### src/rtl/sram_burst_pkg.sv
package sram_burst_pkg;
  // Operation held in the command stage after an accepted edge.
  typedef enum logic [1:0] {
    OP_NONE = 2'd0,
    OP_RD   = 2'd1,
    OP_WR   = 2'd2
  } op_e;
endpackage

### src/rtl/sram_burst_seq.sv
module sram_burst_seq #(
  parameter int ADDR_W  = 4,
  parameter int BURST_W = 2
) (
  input  logic              clk,
  input  logic              rst_n,
  input  logic              take,
  input  logic              step,
  input  logic              close,
  input  logic [ADDR_W-1:0] ld_addr,
  input  logic              lin_ord,
  output logic [ADDR_W-1:0] cur_addr,
  output logic              open
);
  logic [ADDR_W-1:0]  base;
  logic [BURST_W-1:0] idx;
  logic [BURST_W-1:0] idx_nxt;
  logic [BURST_W-1:0] low;
  logic               lin_r;

  assign idx_nxt = idx + 1'b1;
  assign low     = lin_r ? (base[BURST_W-1:0] + idx_nxt) : (base[BURST_W-1:0] ^ idx_nxt);

  generate
    if (ADDR_W > BURST_W) begin : g_hi
      assign cur_addr = take ? ld_addr : {base[ADDR_W-1:BURST_W], low};
    end else begin : g_lo
      assign cur_addr = take ? ld_addr : low[ADDR_W-1:0];
    end
  endgenerate

  always_ff @(posedge clk or negedge rst_n) begin
    if (!rst_n) begin
      base  <= '0;
      idx   <= '0;
      lin_r <= 1'b0;
      open  <= 1'b0;
    end else if (take) begin
      base  <= ld_addr;
      idx   <= '0;
      lin_r <= lin_ord;
      open  <= 1'b1;
    end else begin
      if (step)  idx  <= idx_nxt;
      if (close) open <= 1'b0;
    end
  end
endmodule

### src/rtl/sram_store.sv
module sram_store #(
  parameter int ADDR_W = 4,
  parameter int LANE_W = 9,
  parameter int LANES  = 2
) (
  input  logic                     clk,
  input  logic                     rst_n,
  input  logic                     cap,
  input  logic [ADDR_W-1:0]        cap_addr,
  input  logic [LANES-1:0]         cap_lanes,
  input  logic [LANE_W*LANES-1:0]  wdata,
  input  logic [ADDR_W-1:0]        rd_addr,
  output logic [LANE_W*LANES-1:0]  rd_word
);
  localparam int DW    = LANE_W * LANES;
  localparam int DEPTH = 1 << ADDR_W;

  logic [DW-1:0]     mem [DEPTH];
  logic              pend_v;
  logic [ADDR_W-1:0] pend_addr;
  logic [LANES-1:0]  pend_lanes;
  logic [DW-1:0]     pend_data;

  // Late-write buffer: filled one edge after the command, retired on the next.
  always_ff @(posedge clk or negedge rst_n) begin
    if (!rst_n) begin
      pend_v     <= 1'b0;
      pend_addr  <= '0;
      pend_lanes <= '0;
      pend_data  <= '0;
    end else begin
      pend_v <= cap;
      if (cap) begin
        pend_addr  <= cap_addr;
        pend_lanes <= cap_lanes;
        pend_data  <= wdata;
      end
    end
  end

  always_ff @(posedge clk) begin
    if (pend_v) begin
      for (int l = 0; l < LANES; l++) begin
        if (pend_lanes[l]) mem[pend_addr][l*LANE_W +: LANE_W] <= pend_data[l*LANE_W +: LANE_W];
      end
    end
  end

  // Read with bypass from the buffer, lane by lane.
  always_comb begin
    rd_word = mem[rd_addr];
    if (pend_v && (pend_addr == rd_addr)) begin
      for (int l = 0; l < LANES; l++) begin
        if (pend_lanes[l]) rd_word[l*LANE_W +: LANE_W] = pend_data[l*LANE_W +: LANE_W];
      end
    end
  end
endmodule

### src/rtl/sram_rdpath.sv
module sram_rdpath #(
  parameter int DW = 18
) (
  input  logic          clk,
  input  logic          rst_n,
  input  logic          rd_now,
  input  logic [DW-1:0] word,
  input  logic          pipe_sel,
  input  logic          dual_sel,
  input  logic          oe,
  input  logic          sleep,
  output logic [DW-1:0] dout,
  output logic          dvalid,
  output logic          drive,
  output logic          stage_rd
);
  logic [DW-1:0] hold_q;
  logic          q_rd;
  logic          lag_rd;
  logic [DW-1:0] live;
  logic          on;

  assign stage_rd = pipe_sel ? q_rd : rd_now;
  assign live     = pipe_sel ? hold_q : (rd_now ? word : hold_q);
  assign on       = stage_rd | (dual_sel & lag_rd);

  always_ff @(posedge clk or negedge rst_n) begin
    if (!rst_n) begin
      hold_q <= '0;
      q_rd   <= 1'b0;
      lag_rd <= 1'b0;
    end else begin
      if (rd_now) hold_q <= word;
      q_rd   <= rd_now;
      lag_rd <= stage_rd;
    end
  end

  assign drive  = on & oe & ~sleep;
  assign dvalid = stage_rd & oe & ~sleep;
  assign dout   = drive ? live : '0;
endmodule

### src/rtl/sram_sync_burst.sv
module sram_sync_burst
  import sram_burst_pkg::*;
#(
  parameter int ADDR_W  = 4,
  parameter int LANE_W  = 9,
  parameter int LANES   = 2,
  parameter int BURST_W = 2
) (
  input  logic                    clk,
  input  logic                    rst_n,
  input  logic                    pipe_sel,
  input  logic                    dual_desel,
  input  logic                    burst_lin,
  input  logic                    sleep,
  input  logic                    oe,
  input  logic                    cs,
  input  logic                    load,
  input  logic                    adv,
  input  logic [ADDR_W-1:0]       addr,
  input  logic                    glb_wr,
  input  logic                    bw_en,
  input  logic [LANES-1:0]        lane_wr,
  input  logic [LANE_W*LANES-1:0] wdata,
  output logic [LANE_W*LANES-1:0] rdata,
  output logic                    rvalid,
  output logic                    dq_oe
);
  localparam int DW = LANE_W * LANES;

  logic              sleep_q;
  logic              awake;
  logic              go_ld;
  logic              go_adv;
  logic              close;
  logic              burst_open;
  logic              is_wr;
  logic [ADDR_W-1:0] seq_addr;
  logic [LANES-1:0]  lanes_in;
  op_e               s1_op;
  logic [ADDR_W-1:0] s1_addr;
  logic [LANES-1:0]  s1_lanes;
  logic              s1_rd;
  logic              s1_wr;
  logic              s1_busy;
  logic              stage_rd;
  logic [DW-1:0]     rd_word;

  // A command is taken only when sleep is low now and was low one edge ago.
  assign awake    = ~sleep & ~sleep_q;
  assign go_ld    = awake & cs & load;
  assign go_adv   = awake & cs & ~load & adv & burst_open;
  assign close    = awake & ~cs;
  assign is_wr    = glb_wr | bw_en;
  assign lanes_in = glb_wr ? {LANES{1'b1}} : (bw_en ? lane_wr : '0);

  sram_burst_seq #(.ADDR_W(ADDR_W), .BURST_W(BURST_W)) u_seq (
    .clk     (clk),
    .rst_n   (rst_n),
    .take    (go_ld),
    .step    (go_adv),
    .close   (close),
    .ld_addr (addr),
    .lin_ord (burst_lin),
    .cur_addr(seq_addr),
    .open    (burst_open)
  );

  always_ff @(posedge clk or negedge rst_n) begin
    if (!rst_n) begin
      sleep_q  <= 1'b0;
      s1_op    <= OP_NONE;
      s1_addr  <= '0;
      s1_lanes <= '0;
    end else begin
      sleep_q <= sleep;
      if (go_ld || go_adv) begin
        s1_op    <= is_wr ? OP_WR : OP_RD;
        s1_addr  <= seq_addr;
        s1_lanes <= lanes_in;
      end else begin
        s1_op <= OP_NONE;
      end
    end
  end

  assign s1_rd   = (s1_op == OP_RD);
  assign s1_wr   = (s1_op == OP_WR);
  assign s1_busy = (s1_op != OP_NONE);

  sram_store #(.ADDR_W(ADDR_W), .LANE_W(LANE_W), .LANES(LANES)) u_store (
    .clk      (clk),
    .rst_n    (rst_n),
    .cap      (s1_wr),
    .cap_addr (s1_addr),
    .cap_lanes(s1_lanes),
    .wdata    (wdata),
    .rd_addr  (s1_addr),
    .rd_word  (rd_word)
  );

  sram_rdpath #(.DW(DW)) u_rd (
    .clk     (clk),
    .rst_n   (rst_n),
    .rd_now  (s1_rd),
    .word    (rd_word),
    .pipe_sel(pipe_sel),
    .dual_sel(dual_desel),
    .oe      (oe),
    .sleep   (sleep),
    .dout    (rdata),
    .dvalid  (rvalid),
    .drive   (dq_oe),
    .stage_rd(stage_rd)
  );
endmodule

### config.mk
export PLATFORM = sky130hd
export DESIGN_NAME = sram_sync_burst
export DESIGN_NICKNAME = d
export VERILOG_FILES = /design/src/rtl/sram_burst_pkg.sv /design/src/rtl/sram_burst_seq.sv /design/src/rtl/sram_store.sv /design/src/rtl/sram_rdpath.sv /design/src/rtl/sram_sync_burst.sv
export SDC_FILE = /design/constraint.sdc
export NUM_CORES = 1
export LEC_CHECK = 0
export CAP_MARGIN = 20
export CORE_UTILIZATION = 60
export DETAILED_ROUTE_END_ITERATION = 6
export PLACE_DENSITY = 0.79
export SETUP_SLACK_MARGIN = 0.02
export SKIP_CTS_REPAIR_TIMING = 1
export SYNTH_ARGS = -nofsm -noshare
export SYNTH_HDL_FRONTEND = slang
export SYNTH_HIERARCHICAL = 1
export SYNTH_SLANG_ARGS = --single-unit
### constraint.sdc
create_clock -name clk -period 3.5 [get_ports clk]
set_clock_uncertainty 0.05 [all_clocks]
set_input_delay 0.7 -clock clk [delete_from_list [all_inputs] [get_ports clk]]
set_output_delay 0.7 -clock clk [all_outputs]
set_load 0.02 [all_outputs]
==> results of run 1 <==
==> worst paths after layout <==
kind	endpoint	slack, ns	startpoint	cells past startpoint
worst max-delay path	rdata[14]	-0.1	s1_addr[0]	9
worst min-delay path	u_store/pend_data[3]	0.24	rst_n	1
worst max register to register	u_rd/hold_q[10]	1.02	s1_addr[0]	7
worst min register to register	u_rd/hold_q[12]	0.46	u_rd/hold_q[12]	1
max in group asynchronous	u_rd/hold_q[5]	2.37	rst_n	2
min in group clk	u_rd/hold_q[12]	0.46	u_rd/hold_q[12]	1
==> synth_stat cells (2+ instances only) <==
cell | count | area share (%)
sky130_fd_sc_hd__edfxtp_1 | 288 | 60
sky130_fd_sc_hd__mux2_2 | 65 | 5.1
sky130_fd_sc_hd__dfrtp_1 | 62 | 11
sky130_fd_sc_hd__mux2i_1 | 57 | 3.9
sky130_fd_sc_hd__mux4_1 | 53 | 9.6
sky130_fd_sc_hd__nand2_1 | 45 | 1.2
sky130_fd_sc_hd__nor2_1 | 28 | 0.73
sky130_fd_sc_hd__mux4_2 | 19 | 3.0
sky130_fd_sc_hd__buf_6 | 12 | 0.94
sky130_fd_sc_hd__a21oi_2 | 11 | 0.67
sky130_fd_sc_hd__a21oi_1 | 10 | 0.35
sky130_fd_sc_hd__nor3_1 | 10 | 0.35
sky130_fd_sc_hd__clkbuf_1 | 8 | 0.21
sky130_fd_sc_hd__inv_1 | 8 | 0.21
sky130_fd_sc_hd__buf_1 | 6 | 0.16
sky130_fd_sc_hd__buf_2 | 6 | 0.21
sky130_fd_sc_hd__nand2b_1 | 6 | 0.26
sky130_fd_sc_hd__xnor2_1 | 6 | 0.36
sky130_fd_sc_hd__buf_4 | 5 | 0.26
sky130_fd_sc_hd__mux2_4 | 4 | 0.42
sky130_fd_sc_hd__or2_2 | 4 | 0.17
sky130_fd_sc_hd__nand4_1 | 3 | 0.13
sky130_fd_sc_hd__a21o_1 | 2 | 0.10
sky130_fd_sc_hd__nor2_2 | 2 | 0.087
sky130_fd_sc_hd__nor2b_1 | 2 | 0.087
sky130_fd_sc_hd__o21ai_0 | 2 | 0.069
sky130_fd_sc_hd__or3_1 | 2 | 0.087
==> flip-flops by register name (all words and copies together) (netlist names), 2 cells and up <==
register            flops
u_seq/idx               2
u_store/pend_lanes      2
u_rd/hold_q            18
u_store/pend_addr       4
s1_op                   2
s1_lanes                2
s1_addr                 4
u_seq/base              4
u_store/pend_data      18
u_store/mem           288
==> worst max-delay path: cells and delay by family, from the launching register on <==
| family | cells | cell delay [ns] |
|---|---|---|
| flip-flops | 1 | 0.48 |
| AO/OA/AOI/OAI | 1 | 0.05 |
| multiplexers | 4 | 1.27 |
| buffers and inverters | 3 | 0.46 |
| AND/OR/NAND/NOR | 1 | 0.07 |
==> where the power goes <==
group / internal, uW / switching [uW]
registers: 5010 / 380
clock network: 2290 / 1520
logic: 1850 / 1680
total: 9160 / 3580
==> cell families after synthesis <==
family	share of synthesized area, %
xor+xnor	0.5801
compound gates	1.238
flops	70.59
fa+ha+maj	0.08657
buf+inv	2.104
mux	22.03
simple gates	3.377
==> metal layers <==
layer	part of all wire, %	wire length (um)
met3	10	3315
met2	47	15090
met4	2.7	868
met5	0	0
met1	40	13030
==> through the flow <==
| stage | setup slack, ns | utilization [%] |
|---|---|---|
| global placement | 0.08010 | 66.21 |
| CTS | -0.5806 | 71.22 |
| detailed placement | -0.04209 | 66.21 |
| floorplan | 0.8474 | - |
| finish | -0.09782 | 72.10 |
| global route | -0.1580 | 72.10 |
==> final cells by class <==
class	count	area, sq um	area share, %
Clock buffer	46	989.7	5.830
Clock inverter	17	188.9	1.113
Inverter	9	33.78	0.1990
Multi-Input combinational cell	339	4005	23.59
Sequential cell	350	10210	60.12
Tap cell	319	399.1	2.351
Timing Repair Buffer	123	1152	6.789
==> metrics.txt, run 1 <==
# TYPE chip_impl_metric gauge
chip_impl_metric{name="synth_seq_cells",unit=""} 350
chip_impl_metric{name="postSynth.asyncResetShare",unit="%"} 17.71
chip_impl_metric{name="final_net_count",unit=""} 895
chip_impl_info{name="failing_checks",value="negative setup slack"} 1
chip_impl_metric{name="fin_crit",unit="ns"} 3.598
chip_impl_metric{name="drtIter0Drc",unit=""} 844
chip_impl_metric{name="timing.final.hold_violations",unit=""} 0
chip_impl_info{name="layout_common_cells",value="288 x sky130_fd_sc_hd__edfxtp_1, 59 x sky130_fd_sc_hd__dfrtp_1, 57 x sky130_fd_sc_hd__buf_4"} 1
chip_impl_metric{name="grt_pass1_vias",unit=""} 7494
chip_impl_metric{name="grt_start_max_net_pins",unit=""} 34
chip_impl_metric{name="drv_cap",unit=""} 0
chip_impl_metric{name="post-route-period-util",unit="%"} 102.8
chip_impl_metric{name="crit_path_max_incr_delay",unit="ns"} 0.57
chip_impl_metric{name="hold-worst-slack",unit="ns"} 0.2362
chip_impl_metric{name="filler_cell_count",unit=""} 1391
chip_impl_info{name="critical_path_class",value="register to output port"} 1
chip_impl_metric{name="mapped_nets",unit=""} 773
chip_impl_metric{name="area_of_the_die",unit="sq um"} 24710
chip_impl_metric{name="dp.cells",unit=""} 1124
chip_impl_metric{name="synth_edf_count",unit=""} 288
chip_impl_metric{name="design.core.area",unit="sq um"} 23540
chip_impl_metric{name="synthesis.instances",unit=""} 736
chip_impl_metric{name="floorplan.initialDensity",unit="%"} 61.38
chip_impl_metric{name="chipHeight",unit="um"} 157.2
chip_impl_metric{name="post-route-drc-count",unit=""} 0
chip_impl_metric{name="finalSetupViolCount",unit=""} 14
chip_impl_info{name="most_frequent_standard_cell_in_the_layout_excluding_fill_and_tap_cells",value="sky130_fd_sc_hd__edfxtp_1"} 1
chip_impl_metric{name="io_pins",unit=""} 56
chip_impl_metric{name="synth_seq_area_share",unit="%"} 70.59
chip_impl_metric{name="syn_to_final_growth",unit="%"} 17.47
chip_impl_metric{name="worst_slew_margin_rel",unit="%"} 28.02
chip_impl_metric{name="wl_per_cell",unit="um"} 26.85
chip_impl_metric{name="route.vias.total",unit=""} 7636
chip_impl_info{name="worst_setup_path_end_kind",value="output port"} 1
chip_impl_metric{name="tritoncts_num_sinks",unit=""} 350
chip_impl_metric{name="floorplan.rows",unit=""} 56
chip_impl_metric{name="post_layout_nonfiller_instances",unit=""} 1203
chip_impl_metric{name="antenna_cells",unit=""} 0
chip_impl_metric{name="buffer_ports.inserted",unit=""} 55
chip_impl_info{name="clock_tree_from_tritoncts",value="yes"} 1
chip_impl_metric{name="cellPowerDensity",unit="nW/um^2"} 750.4
chip_impl_metric{name="met3_usage",unit="%"} 6.608
chip_impl_metric{name="timing.critical_path.required",unit="ns"} 2.75
chip_impl_metric{name="cts-root-to-sink-buffers",unit=""} 3
chip_impl_metric{name="totalWireLength",unit="mm"} 32.30
chip_impl_metric{name="global_route.overflow_total",unit=""} 0
chip_impl_metric{name="place_congestion",unit=""} 0.7634
chip_impl_metric{name="viasPerCell",unit=""} 6.347
chip_impl_metric{name="worst_skew_pair.late_latency",unit="ns"} 0.51
chip_impl_metric{name="peakVddDrop",unit="V"} 0.0004914
chip_impl_metric{name="tritoncts_buffers",unit=""} 35
chip_impl_metric{name="cellLeakagePower",unit="uW"} 0.006008
chip_impl_metric{name="grt_util_all_layers",unit="%"} 25.39
chip_impl_metric{name="synth_cell_types",unit=""} 37
chip_impl_metric{name="timing.setup.tns",unit="ns"} -0.5940
chip_impl_metric{name="antenna_found_initial",unit=""} 0
chip_impl_metric{name="totalPowerFinal",unit="uW"} 12740
chip_impl_info{name="synth_top_flop_cell",value="sky130_fd_sc_hd__edfxtp_1"} 1
chip_impl_metric{name="postLayoutCellArea",unit="sq um"} 16980
chip_impl_metric{name="detailed_place.area",unit="sq um"} 15590
chip_impl_info{name="setup.worst_path.start_class",value="register"} 1
chip_impl_metric{name="die_w",unit="um"} 157.2
chip_impl_info{name="grt_busiest_layer",value="met2"} 1
chip_impl_info{name="clock-root-buffer",value="sky130_fd_sc_hd__clkbuf_16"} 1
chip_impl_metric{name="met2_usage_in_global_routing",unit="%"} 38.10
chip_impl_info{name="path_cells",value="buf_12 -> buf_16 -> mux4_2 -> mux2i_2 -> mux2i_1 -> mux2_4 -> nand2_1 -> a21oi_2 -> clkbuf_2"} 1
chip_impl_info{name="timing.critical_path.slowest_stage_cell",value="sky130_fd_sc_hd__mux4_2"} 1
chip_impl_metric{name="layout-drive-gt1-share",unit="%"} 33.48
chip_impl_metric{name="worst-path-max-fanout",unit=""} 15
chip_impl_metric{name="timing.final.ws_setup",unit="ns"} -0.09782
chip_impl_metric{name="timing_max_transition_violations_final",unit=""} 0
chip_impl_info{name="rsz0062_at_grt",value="true"} 1
chip_impl_metric{name="ant_nets",unit=""} 0
chip_impl_info{name="hold_path_class",value="input pin to async pin"} 1
chip_impl_metric{name="timing_worst_slew_pin_value",unit="ns"} 1.076
chip_impl_metric{name="global_route.usage.met1",unit="%"} 36.68
chip_impl_metric{name="path_clk_slew",unit="ns"} 0.06
chip_impl_metric{name="achievable-frequency",unit="MHz"} 277.9
chip_impl_metric{name="post_synthesis_area_per_instance",unit="sq um"} 19.63
chip_impl_metric{name="worstPathArrival",unit="ns"} 2.85
chip_impl_metric{name="yosys_warnings",unit=""} 6
chip_impl_metric{name="detailed_place_hpwl",unit="mm"} 18.29
chip_impl_metric{name="synthesis.area",unit="sq um"} 14450
chip_impl_metric{name="h-tree-depth",unit=""} 2
chip_impl_info{name="outcome",value="complete, but fails checks"} 1
chip_impl_metric{name="grt_first_pass_wirelength",unit="mm"} 44.69
chip_impl_metric{name="dr.pass1.iters",unit=""} 5
No activity file was read; power rests on OpenSTA's default activity.
==> run 2, diff against run 1 <==
--- a/config.mk
+++ b/config.mk
@@ -8,6 +8,7 @@
 export CAP_MARGIN = 20
 export CORE_UTILIZATION = 60
 export DETAILED_ROUTE_END_ITERATION = 6
+export GPL_ROUTABILITY_DRIVEN = 1
 export PLACE_DENSITY = 0.79
 export SETUP_SLACK_MARGIN = 0.02
 export SKIP_CTS_REPAIR_TIMING = 1
==> results of run 2 <==
Final layout, timing and power as in run 1 (identical DEF).
